$ cat src/rtl/isa_io_pkg.sv
package isa_io_pkg;

  // Bus cycle phases seen from the slave.
  typedef enum logic [1:0] {
    CYC_IDLE = 2'd0,  // waiting for a qualified command strobe
    CYC_WAIT = 2'd1,  // request outstanding towards the core
    CYC_HOLD = 2'd2   // access done, waiting for strobes to release
  } cyc_state_e;

endpackage

$ cat src/rtl/isa_io_decode.sv
module isa_io_decode #(
  parameter int              ADDR_W    = 10,
  parameter int              NREG      = 8,
  parameter int              BASE_ADDR = 'h300,
  parameter logic [NREG-1:0] FAST_MASK = '0,
  parameter bit              WIDE16    = 1'b1,
  localparam int             IDX_W     = $clog2(NREG)
) (
  input  logic              clk,
  input  logic              rst_n,
  input  logic [ADDR_W-1:0] bus_addr,
  input  logic              bus_addr_strobe,
  input  logic              bus_dma_own,
  output logic              hit,
  output logic [IDX_W-1:0]  idx,
  output logic              fast,
  output logic              wide_pull
);

  localparam logic [ADDR_W-1:0] BASE_V = ADDR_W'(BASE_ADDR);

  logic              stb_q;
  logic [ADDR_W-1:0] addr_q, addr_d;
  logic              valid_q, valid_d;
  logic              cap_en;

  // Capture on the first sample after the strobe fell.
  assign cap_en = stb_q && !bus_addr_strobe;

  always_comb begin
    addr_d  = addr_q;
    valid_d = valid_q;
    if (bus_addr_strobe) begin
      valid_d = 1'b0;
    end else if (cap_en) begin
      addr_d  = bus_addr;
      valid_d = 1'b1;
    end
  end

  always_ff @(posedge clk or negedge rst_n) begin
    if (!rst_n) begin
      stb_q   <= 1'b0;
      addr_q  <= '0;
      valid_q <= 1'b0;
    end else begin
      stb_q   <= bus_addr_strobe;
      addr_q  <= addr_d;
      valid_q <= valid_d;
    end
  end

  assign hit  = valid_q && (addr_q[ADDR_W-1:IDX_W] == BASE_V[ADDR_W-1:IDX_W]);
  assign idx  = addr_q[IDX_W-1:0];
  assign fast = FAST_MASK[idx];

  generate
    if (WIDE16) begin : g_wide
      assign wide_pull = hit && !bus_dma_own;
    end else begin : g_narrow
      assign wide_pull = 1'b0;
    end
  endgenerate

  // a hit only appears after a clock that saw the strobe low.
  a_r1_hit_after_fall: assert property (@(posedge clk) disable iff (!rst_n)
    $rose(hit) |-> ($past(bus_addr_strobe) == 1'b0));

  // a rising strobe withdraws the decode.
  a_r1_strobe_clears: assert property (@(posedge clk) disable iff (!rst_n)
    bus_addr_strobe |=> !hit);

endmodule

$ cat src/rtl/isa_io_seq.sv
module isa_io_seq
  import isa_io_pkg::*;
#(
  parameter int  MAX_WAIT = 16,
  localparam int WAIT_W   = $clog2(MAX_WAIT + 1)
) (
  input  logic       clk,
  input  logic       rst_n,
  input  logic       start,
  input  logic       strobe_act,
  input  logic       fast,
  input  logic       user_ready,
  output cyc_state_e state,
  output logic       req,
  output logic       wait_pull,
  output logic       fast_pull,
  output logic       timeout_flag
);

  cyc_state_e        state_q, state_d;
  logic [WAIT_W-1:0] cnt_q, cnt_d;
  logic              fast_q, fast_d;
  logic              tout_q, tout_d;

  always_comb begin
    state_d = state_q;
    cnt_d   = cnt_q;
    fast_d  = fast_q;
    tout_d  = tout_q;
    unique case (state_q)
      CYC_IDLE: begin
        if (start) begin
          state_d = CYC_WAIT;
          cnt_d   = '0;
          fast_d  = fast;
        end
      end
      CYC_WAIT: begin
        if (user_ready) begin
          state_d = CYC_HOLD;
        end else if (cnt_q == WAIT_W'(MAX_WAIT - 1)) begin
          state_d = CYC_HOLD;
          tout_d  = 1'b1;
        end else begin
          cnt_d = cnt_q + 1'b1;
        end
      end
      CYC_HOLD: begin
        if (!strobe_act) state_d = CYC_IDLE;
      end
      default: state_d = CYC_IDLE;
    endcase
  end

  always_ff @(posedge clk or negedge rst_n) begin
    if (!rst_n) begin
      state_q <= CYC_IDLE;
      cnt_q   <= '0;
      fast_q  <= 1'b0;
      tout_q  <= 1'b0;
    end else begin
      state_q <= state_d;
      cnt_q   <= cnt_d;
      fast_q  <= fast_d;
      tout_q  <= tout_d;
    end
  end

  assign state        = state_q;
  assign req          = (state_q == CYC_WAIT);
  assign wait_pull    = (state_q == CYC_WAIT) && !fast_q;
  assign fast_pull    = (state_q != CYC_IDLE) && fast_q && strobe_act;
  assign timeout_flag = tout_q;

  // Run-length counter used only by the R8 bound check.
  logic [WAIT_W-1:0] run_q;
  always_ff @(posedge clk or negedge rst_n) begin
    if (!rst_n)         run_q <= '0;
    else if (wait_pull) run_q <= run_q + 1'b1;
    else                run_q <= '0;
  end

  // never shorten and stretch at once.
  a_r7_never_both: assert property (@(posedge clk) disable iff (!rst_n)
    !(wait_pull && fast_pull));

  // a ready answer releases the channel on the next clock.
  a_r6_release_on_ready: assert property (@(posedge clk) disable iff (!rst_n)
    (wait_pull && user_ready) |=> !wait_pull);

  // the wait pull never exceeds MAX_WAIT consecutive clocks.
  a_r8_bounded_wait: assert property (@(posedge clk) disable iff (!rst_n)
    wait_pull |-> (run_q < WAIT_W'(MAX_WAIT)));

  // the timeout flag is sticky.
  a_r8_sticky_flag: assert property (@(posedge clk) disable iff (!rst_n)
    timeout_flag |=> timeout_flag);

  // a held strobe never restarts a request.
  a_r11_single_request: assert property (@(posedge clk) disable iff (!rst_n)
    (state_q == CYC_HOLD && strobe_act) |=> !req);

endmodule

$ cat src/rtl/isa_io_datapath.sv
module isa_io_datapath #(
  parameter int DATA_W = 16,
  parameter int IDX_W  = 3
) (
  input  logic              clk,
  input  logic              rst_n,
  input  logic              start,
  input  logic              wr_cmd,
  input  logic              rd_n,
  input  logic              busy,
  input  logic              rd_done,
  input  logic [IDX_W-1:0]  idx_in,
  input  logic [DATA_W-1:0] data_in,
  input  logic [DATA_W-1:0] user_rdata,
  output logic [IDX_W-1:0]  idx_q,
  output logic              we_q,
  output logic [DATA_W-1:0] wdata_q,
  output logic [DATA_W-1:0] dout_q,
  output logic              oe_q
);

  logic              cap_en;
  logic              dout_en;
  logic              oe_d;
  logic [IDX_W-1:0]  idx_d;
  logic              we_d;
  logic [DATA_W-1:0] wdata_d;
  logic [DATA_W-1:0] dout_d;

  assign cap_en  = start;
  assign dout_en = rd_done && !we_q;

  always_comb begin
    idx_d   = cap_en  ? idx_in     : idx_q;
    we_d    = cap_en  ? wr_cmd     : we_q;
    wdata_d = cap_en  ? data_in    : wdata_q;
    dout_d  = dout_en ? user_rdata : dout_q;
    oe_d    = busy && !we_q && !rd_n;
  end

  always_ff @(posedge clk or negedge rst_n) begin
    if (!rst_n) begin
      idx_q   <= '0;
      we_q    <= 1'b0;
      wdata_q <= '0;
      dout_q  <= '0;
      oe_q    <= 1'b0;
    end else begin
      idx_q   <= idx_d;
      we_q    <= we_d;
      wdata_q <= wdata_d;
      dout_q  <= dout_d;
      oe_q    <= oe_d;
    end
  end

  // the enable drops on the clock after the read strobe rises.
  a_r3_oe_release: assert property (@(posedge clk) disable iff (!rst_n)
    rd_n |=> !oe_q);

  // the enable is only on after an active read strobe.
  a_r3_oe_needs_read: assert property (@(posedge clk) disable iff (!rst_n)
    oe_q |-> ($past(rd_n) == 1'b0));

endmodule

$ cat src/rtl/isa_io_slave.sv
module isa_io_slave
  import isa_io_pkg::*;
#(
  parameter int              ADDR_W    = 10,
  parameter int              DATA_W    = 16,
  parameter int              NREG      = 8,
  parameter int              BASE_ADDR = 'h300,
  parameter logic [NREG-1:0] FAST_MASK = 8'h0F,
  parameter int              MAX_WAIT  = 16,
  parameter bit              WIDE16    = 1'b1,
  localparam int             IDX_W     = $clog2(NREG)
) (
  input  logic              clk,
  input  logic              rst_n,
  input  logic [ADDR_W-1:0] bus_addr,
  input  logic              bus_addr_strobe,
  input  logic              bus_dma_own,
  input  logic              bus_rd_n,
  input  logic              bus_wr_n,
  input  logic [DATA_W-1:0] bus_data_i,
  output logic [DATA_W-1:0] bus_data_o,
  output logic              bus_data_oe,
  output logic              bus_wait_pull,
  output logic              bus_fast_pull,
  output logic              bus_wide_pull,
  output logic              reg_req,
  output logic              reg_we,
  output logic [IDX_W-1:0]  reg_idx,
  output logic [DATA_W-1:0] reg_wdata,
  input  logic [DATA_W-1:0] reg_rdata,
  input  logic              reg_ready,
  output logic              wait_timeout
);

  // Reset: asserted asynchronously, released on the clock.
  logic [1:0] rst_sync_q;
  logic       rst_int_n;

  always_ff @(posedge clk or negedge rst_n) begin
    if (!rst_n) rst_sync_q <= 2'b00;
    else        rst_sync_q <= {rst_sync_q[0], 1'b1};
  end
  assign rst_int_n = rst_sync_q[1];

  logic             hit;
  logic [IDX_W-1:0] dec_idx;
  logic             dec_fast;
  logic             strobe_act;
  logic             start;
  cyc_state_e       state;
  logic             busy;

  assign strobe_act = !bus_rd_n || !bus_wr_n;
  assign busy       = (state != CYC_IDLE);
  assign start      = (state == CYC_IDLE) && strobe_act && hit && !bus_dma_own;

  isa_io_decode #(
    .ADDR_W    (ADDR_W),
    .NREG      (NREG),
    .BASE_ADDR (BASE_ADDR),
    .FAST_MASK (FAST_MASK),
    .WIDE16    (WIDE16)
  ) i_decode (
    .clk             (clk),
    .rst_n           (rst_int_n),
    .bus_addr        (bus_addr),
    .bus_addr_strobe (bus_addr_strobe),
    .bus_dma_own     (bus_dma_own),
    .hit             (hit),
    .idx             (dec_idx),
    .fast            (dec_fast),
    .wide_pull       (bus_wide_pull)
  );

  isa_io_seq #(
    .MAX_WAIT (MAX_WAIT)
  ) i_seq (
    .clk          (clk),
    .rst_n        (rst_int_n),
    .start        (start),
    .strobe_act   (strobe_act),
    .fast         (dec_fast),
    .user_ready   (reg_ready),
    .state        (state),
    .req          (reg_req),
    .wait_pull    (bus_wait_pull),
    .fast_pull    (bus_fast_pull),
    .timeout_flag (wait_timeout)
  );

  isa_io_datapath #(
    .DATA_W (DATA_W),
    .IDX_W  (IDX_W)
  ) i_datapath (
    .clk        (clk),
    .rst_n      (rst_int_n),
    .start      (start),
    .wr_cmd     (!bus_wr_n),
    .rd_n       (bus_rd_n),
    .busy       (busy),
    .rd_done    (reg_req && reg_ready),
    .idx_in     (dec_idx),
    .data_in    (bus_data_i),
    .user_rdata (reg_rdata),
    .idx_q      (reg_idx),
    .we_q       (reg_we),
    .wdata_q    (reg_wdata),
    .dout_q     (bus_data_o),
    .oe_q       (bus_data_oe)
  );

  // DMA ownership never lets a request start.
  a_r2_dma_ignored: assert property (@(posedge clk) disable iff (!rst_int_n)
    (!reg_req && bus_dma_own) |=> !reg_req);

  // a request only follows an address captured in the window.
  a_r1_req_needs_hit: assert property (@(posedge clk) disable iff (!rst_int_n)
    $rose(reg_req) |-> $past(hit));

endmodule

$ cat config.mk
export PLATFORM = sky130hd
export DESIGN_NAME = isa_io_slave
export DESIGN_NICKNAME = d
export VERILOG_FILES = /design/src/rtl/isa_io_pkg.sv /design/src/rtl/isa_io_decode.sv /design/src/rtl/isa_io_seq.sv /design/src/rtl/isa_io_datapath.sv /design/src/rtl/isa_io_slave.sv
export SDC_FILE = /design/constraint.sdc
export NUM_CORES = 1
export LEC_CHECK = 0
export BUFFER_PORTS_ARGS = -buffer_cell sky130_fd_sc_hd__buf_2
export CORE_MARGIN = 3
export CORE_UTILIZATION = 50
export CTS_BUF_LIST = sky130_fd_sc_hd__clkbuf_2
export DETAILED_ROUTE_END_ITERATION = 6
export PLACE_DENSITY_LB_ADDON = 0.25
export SLEW_MARGIN = 20
export SYNTH_ARGS = -nofsm -noshare
export SYNTH_HDL_FRONTEND = slang
export SYNTH_SLANG_ARGS = --single-unit
$ cat constraint.sdc
create_clock -name clk -period 5.2 [get_ports clk]
set_clock_uncertainty 0.1 [all_clocks]
set_input_delay 0 -clock clk [delete_from_list [all_inputs] [get_ports clk]]
set_output_delay 0 -clock clk [all_outputs]
set_load 0.005 [all_outputs]
==> flow_metrics.env <==
export IMPL_status="finished, final reports clean"
export IMPL_tightest_slew_ns=0.926
export IMPL_slowest_delay_ns=0.47
export IMPL_synth_distinct_cells=28
export IMPL_power_frac_clock_pct=29.4
export IMPL_syn_num_nets=211
export IMPL_crit_path_max_fanout=20
export IMPL_layout_nets=356
export IMPL_slew_violations=0
export IMPL_peakVddDrop_mv=0.206
export IMPL_required_ns=5.47
export IMPL_ctsResizeCount=0
export IMPL_drive_gt1_share_pct=51.0
export IMPL_reg2reg_setup_slack_ns=3.02
export IMPL_fin_area_mm2=0.00346
export IMPL_cp_end_kind="flip-flop"
export IMPL_final_cell_mix="90 x buf_2, 59 x dfrtp_1, 48 x dlygate4sd3_1, 34 x mux2_2, 11 x mux2_4"
export IMPL_hold_path_class="primary input to flip-flop"
export IMPL_crit_family="simple AND/OR/NAND/NOR gates"
export IMPL_postCtsSetupBuffers=0
export IMPL_p_seq_share_pct=57.7
export IMPL_wl_per_cell_um=15.4
export IMPL_swShare_pct=24.1
export IMPL_async_reset_ff_share_pct=100
export IMPL_fillers=297
export IMPL_rsz0062_at_grt="false"
export IMPL_p_int_w=0.000676
export IMPL_numPortBuffers=90
export IMPL_antenna_found_initial=0
export IMPL_htreeDepth=3
export IMPL_placementRows=24
export IMPL_multi_input_area_um2=833
export IMPL_clk_insertion_delay_late_ns=0.47
export IMPL_via_per_inst=5.01
export IMPL_clockBufferDepth=2
export IMPL_start_kind="flip-flop"
export IMPL_num_antenna_cells=0
export IMPL_synth_edf_count=0
export IMPL_final_common_cell="buf_2"
export IMPL_netlist_area_mm2=0.00241
export IMPL_setup_tns_ns=0
export IMPL_vias=1804
export IMPL_pwr_share_comb_pct=12.9
export IMPL_grt_pass1_vias=1912
export IMPL_power_density_mw_per_mm2=258
export IMPL_cap_violations=0
export IMPL_crit_slowest_cell="nand4_1"
export IMPL_overflow=0
export IMPL_chipHeight_um=75.4
export IMPL_io_pins=91
export IMPL_dpl_instance_area_mm2=0.00288
export IMPL_root_buffer="clkbuf_2"
export IMPL_drt_pre_antenna_iters=6
export IMPL_grt_max_degree=59
export IMPL_crit_buf_inv=1
export IMPL_yosysWarnings=0
export IMPL_path_cells="a211oi_1, nand4_1, buf_4, and2_4, o31ai_2"
export IMPL_place_gp_congestion=0.839
export IMPL_grt_first_pass_wirelength_mm=8.61
export IMPL_wirelength_mm=5.54
export IMPL_critPathKind="flip-flop to flip-flop"
export IMPL_setup_viol=0
export IMPL_drtIter0Drc=70
export IMPL_syn_area_per_cell_um2=15.1
export IMPL_min_period_ns=2.18
export IMPL_hold_viol=0
export IMPL_fmax_mhz=458
export IMPL_numCtsBuffers=9
export IMPL_grt_usage_pct=20.9
export IMPL_clk_pin_slew_worst_paths_ns=0.15
export IMPL_final_antenna_net_count=0
export IMPL_hold_buffers=48
export IMPL_ys_flop_type="dfrtp_1"
export IMPL_power_switching_w=0.000215
export IMPL_synth_seq_cells=60
export IMPL_dp_hpwl_mm=3.31
export IMPL_start_util_pct=53.5
export IMPL_area_growth_pct=43.4
export IMPL_core_area_mm2=0.00450
export IMPL_post_route_period_util_pct=42.0
export IMPL_die_w_um=75.4
export IMPL_clock_sinks=60
export IMPL_route_detailed_drc=0
export IMPL_ff_latch_area_mm2=0.00150
export IMPL_synth_seq_area_share_pct=62.3
export IMPL_syn_inst=160
export IMPL_p_leak_nw=1.85
export IMPL_timing_slew_headroom_pct=38.1
export IMPL_dieArea_mm2=0.00569
export IMPL_cts_tree="yes"
export IMPL_crit_arrival_ns=2.45
==> flip-flops by register name, indices dropped and copies added (netlist names) <==
register and cells:
i_datapath.we_q 1, i_decode.stb_q 1, i_datapath.oe_q 1, i_decode.valid_q 1, i_seq.timeout_flag 1, i_datapath.wdata_q 16
rst_sync_q 2, i_decode.addr_q 10, i_seq.fast_q 1, i_seq.state 2, i_seq.cnt_q 5, i_datapath.dout_q 16
i_datapath.idx_q 3
==> cell usage after synthesis, types with 2 or more instances <==
library cell | n | area, µm²
and3_1 | 2 | 12.5
buf_2 | 2 | 10.0
buf_6 | 2 | 22.5
dfrtp_1 | 60 | 1500
ha_1 | 2 | 25.0
inv_1 | 4 | 15.0
mux2_2 | 34 | 383
mux2_4 | 11 | 165
nand2_1 | 7 | 26.3
nand3_1 | 6 | 30.0
nor2_1 | 7 | 26.3
nor3_1 | 2 | 10.0
o21ai_0 | 4 | 20.0
o31ai_2 | 3 | 37.5
==> logic make-up (layout without fill, tap and decap cells) <==
kind of cell	after synthesis	in the layout	share of synthesized area, %
DFF	60	60	62.3
muxes	45	45	22.7
and+or+nand+nor	30	30	6.60
AOI/OAI and AO/OA	10	10	3.32
buffers and inverters	10	158	3.12
adders and majority gates	2	2	1.04
xor gates and xnor gates	2	2	0.727
other	1	1	0.156
==> power by group through the flow <==
stage,logic (W),clock network (W),registers (W)
after floorplan,0.0000358,0,0.000528
after global placement,0.0000848,0,0.000522
after detailed placement,0.0000860,0,0.000523
after CTS,0.000114,0.000268,0.000514
after global routing,0.000127,0.000287,0.000519
final,0.000115,0.000262,0.000515
==> final timing paths <==
check                                           startpoint                    endpoint  cells after the start
min in group asynchronous                            rst_n     rst_sync_q[1]$_DFF_PN0_                      3
worst max register to register  i_seq.state[0]$_DFFE_PN0P_  i_seq.cnt_q[3]$_DFFE_PN0P_                      5
worst max-delay path            i_seq.state[0]$_DFFE_PN0P_  i_seq.cnt_q[3]$_DFFE_PN0P_                      5
worst min-delay path                       bus_addr_strobe    i_decode.stb_q$_DFF_PN0_                      2
max in group asynchronous          rst_sync_q[1]$_DFF_PN0_  i_seq.cnt_q[3]$_DFFE_PN0P_                      1
worst min register to register     rst_sync_q[0]$_DFF_PN0_     rst_sync_q[1]$_DFF_PN0_                      0
==> area by class of cell <==
type / instances / share of cell area, %
repair buffers: 140 / 27.4
clock buffers: 10 / 1.45
inverters: 4 / 0.434
well taps: 52 / 1.88
flip-flops and latches: 60 / 43.5
clock inverters: 4 / 1.27
multi-input cells: 90 / 24.1
==> layer usage <==
metal  up-vias  share of wire, %  wire [µm]  GRT usage, %
li1        845                 -          -             -
met1       866                39       2190          24.0
met2        76                51       2810          34.9
met3        17               7.2        400          6.20
met4         0               2.6        142          11.5
met5         -                 0          0             0
==> worst reg2reg max path, stage by stage, from the launching register on <==
cell	delay, ns
dfrtp_1	0.44
a211oi_1	0.27
nand4_1	0.47
buf_4	0.40
and2_4	0.21
o31ai_2	0.21
==> per-stage QoR <==
step,power [W],worst slack [ns],hold WS (ns),utilization [%],cells
2_1_floorplan,0.000564,3.31,-0.396,-,160
3_3_place_gp,0.000607,3.08,-0.314,64.0,298
3_5_place_dp,0.000609,3.04,-0.312,64.0,298
4_1_cts,0.000896,3.00,0.0745,76.7,360
5_1_grt,0.000934,2.83,0.109,76.7,360
6_report,0.000892,3.02,0.105,76.7,360
Note: power is estimated with default switching activity, not from simulation.
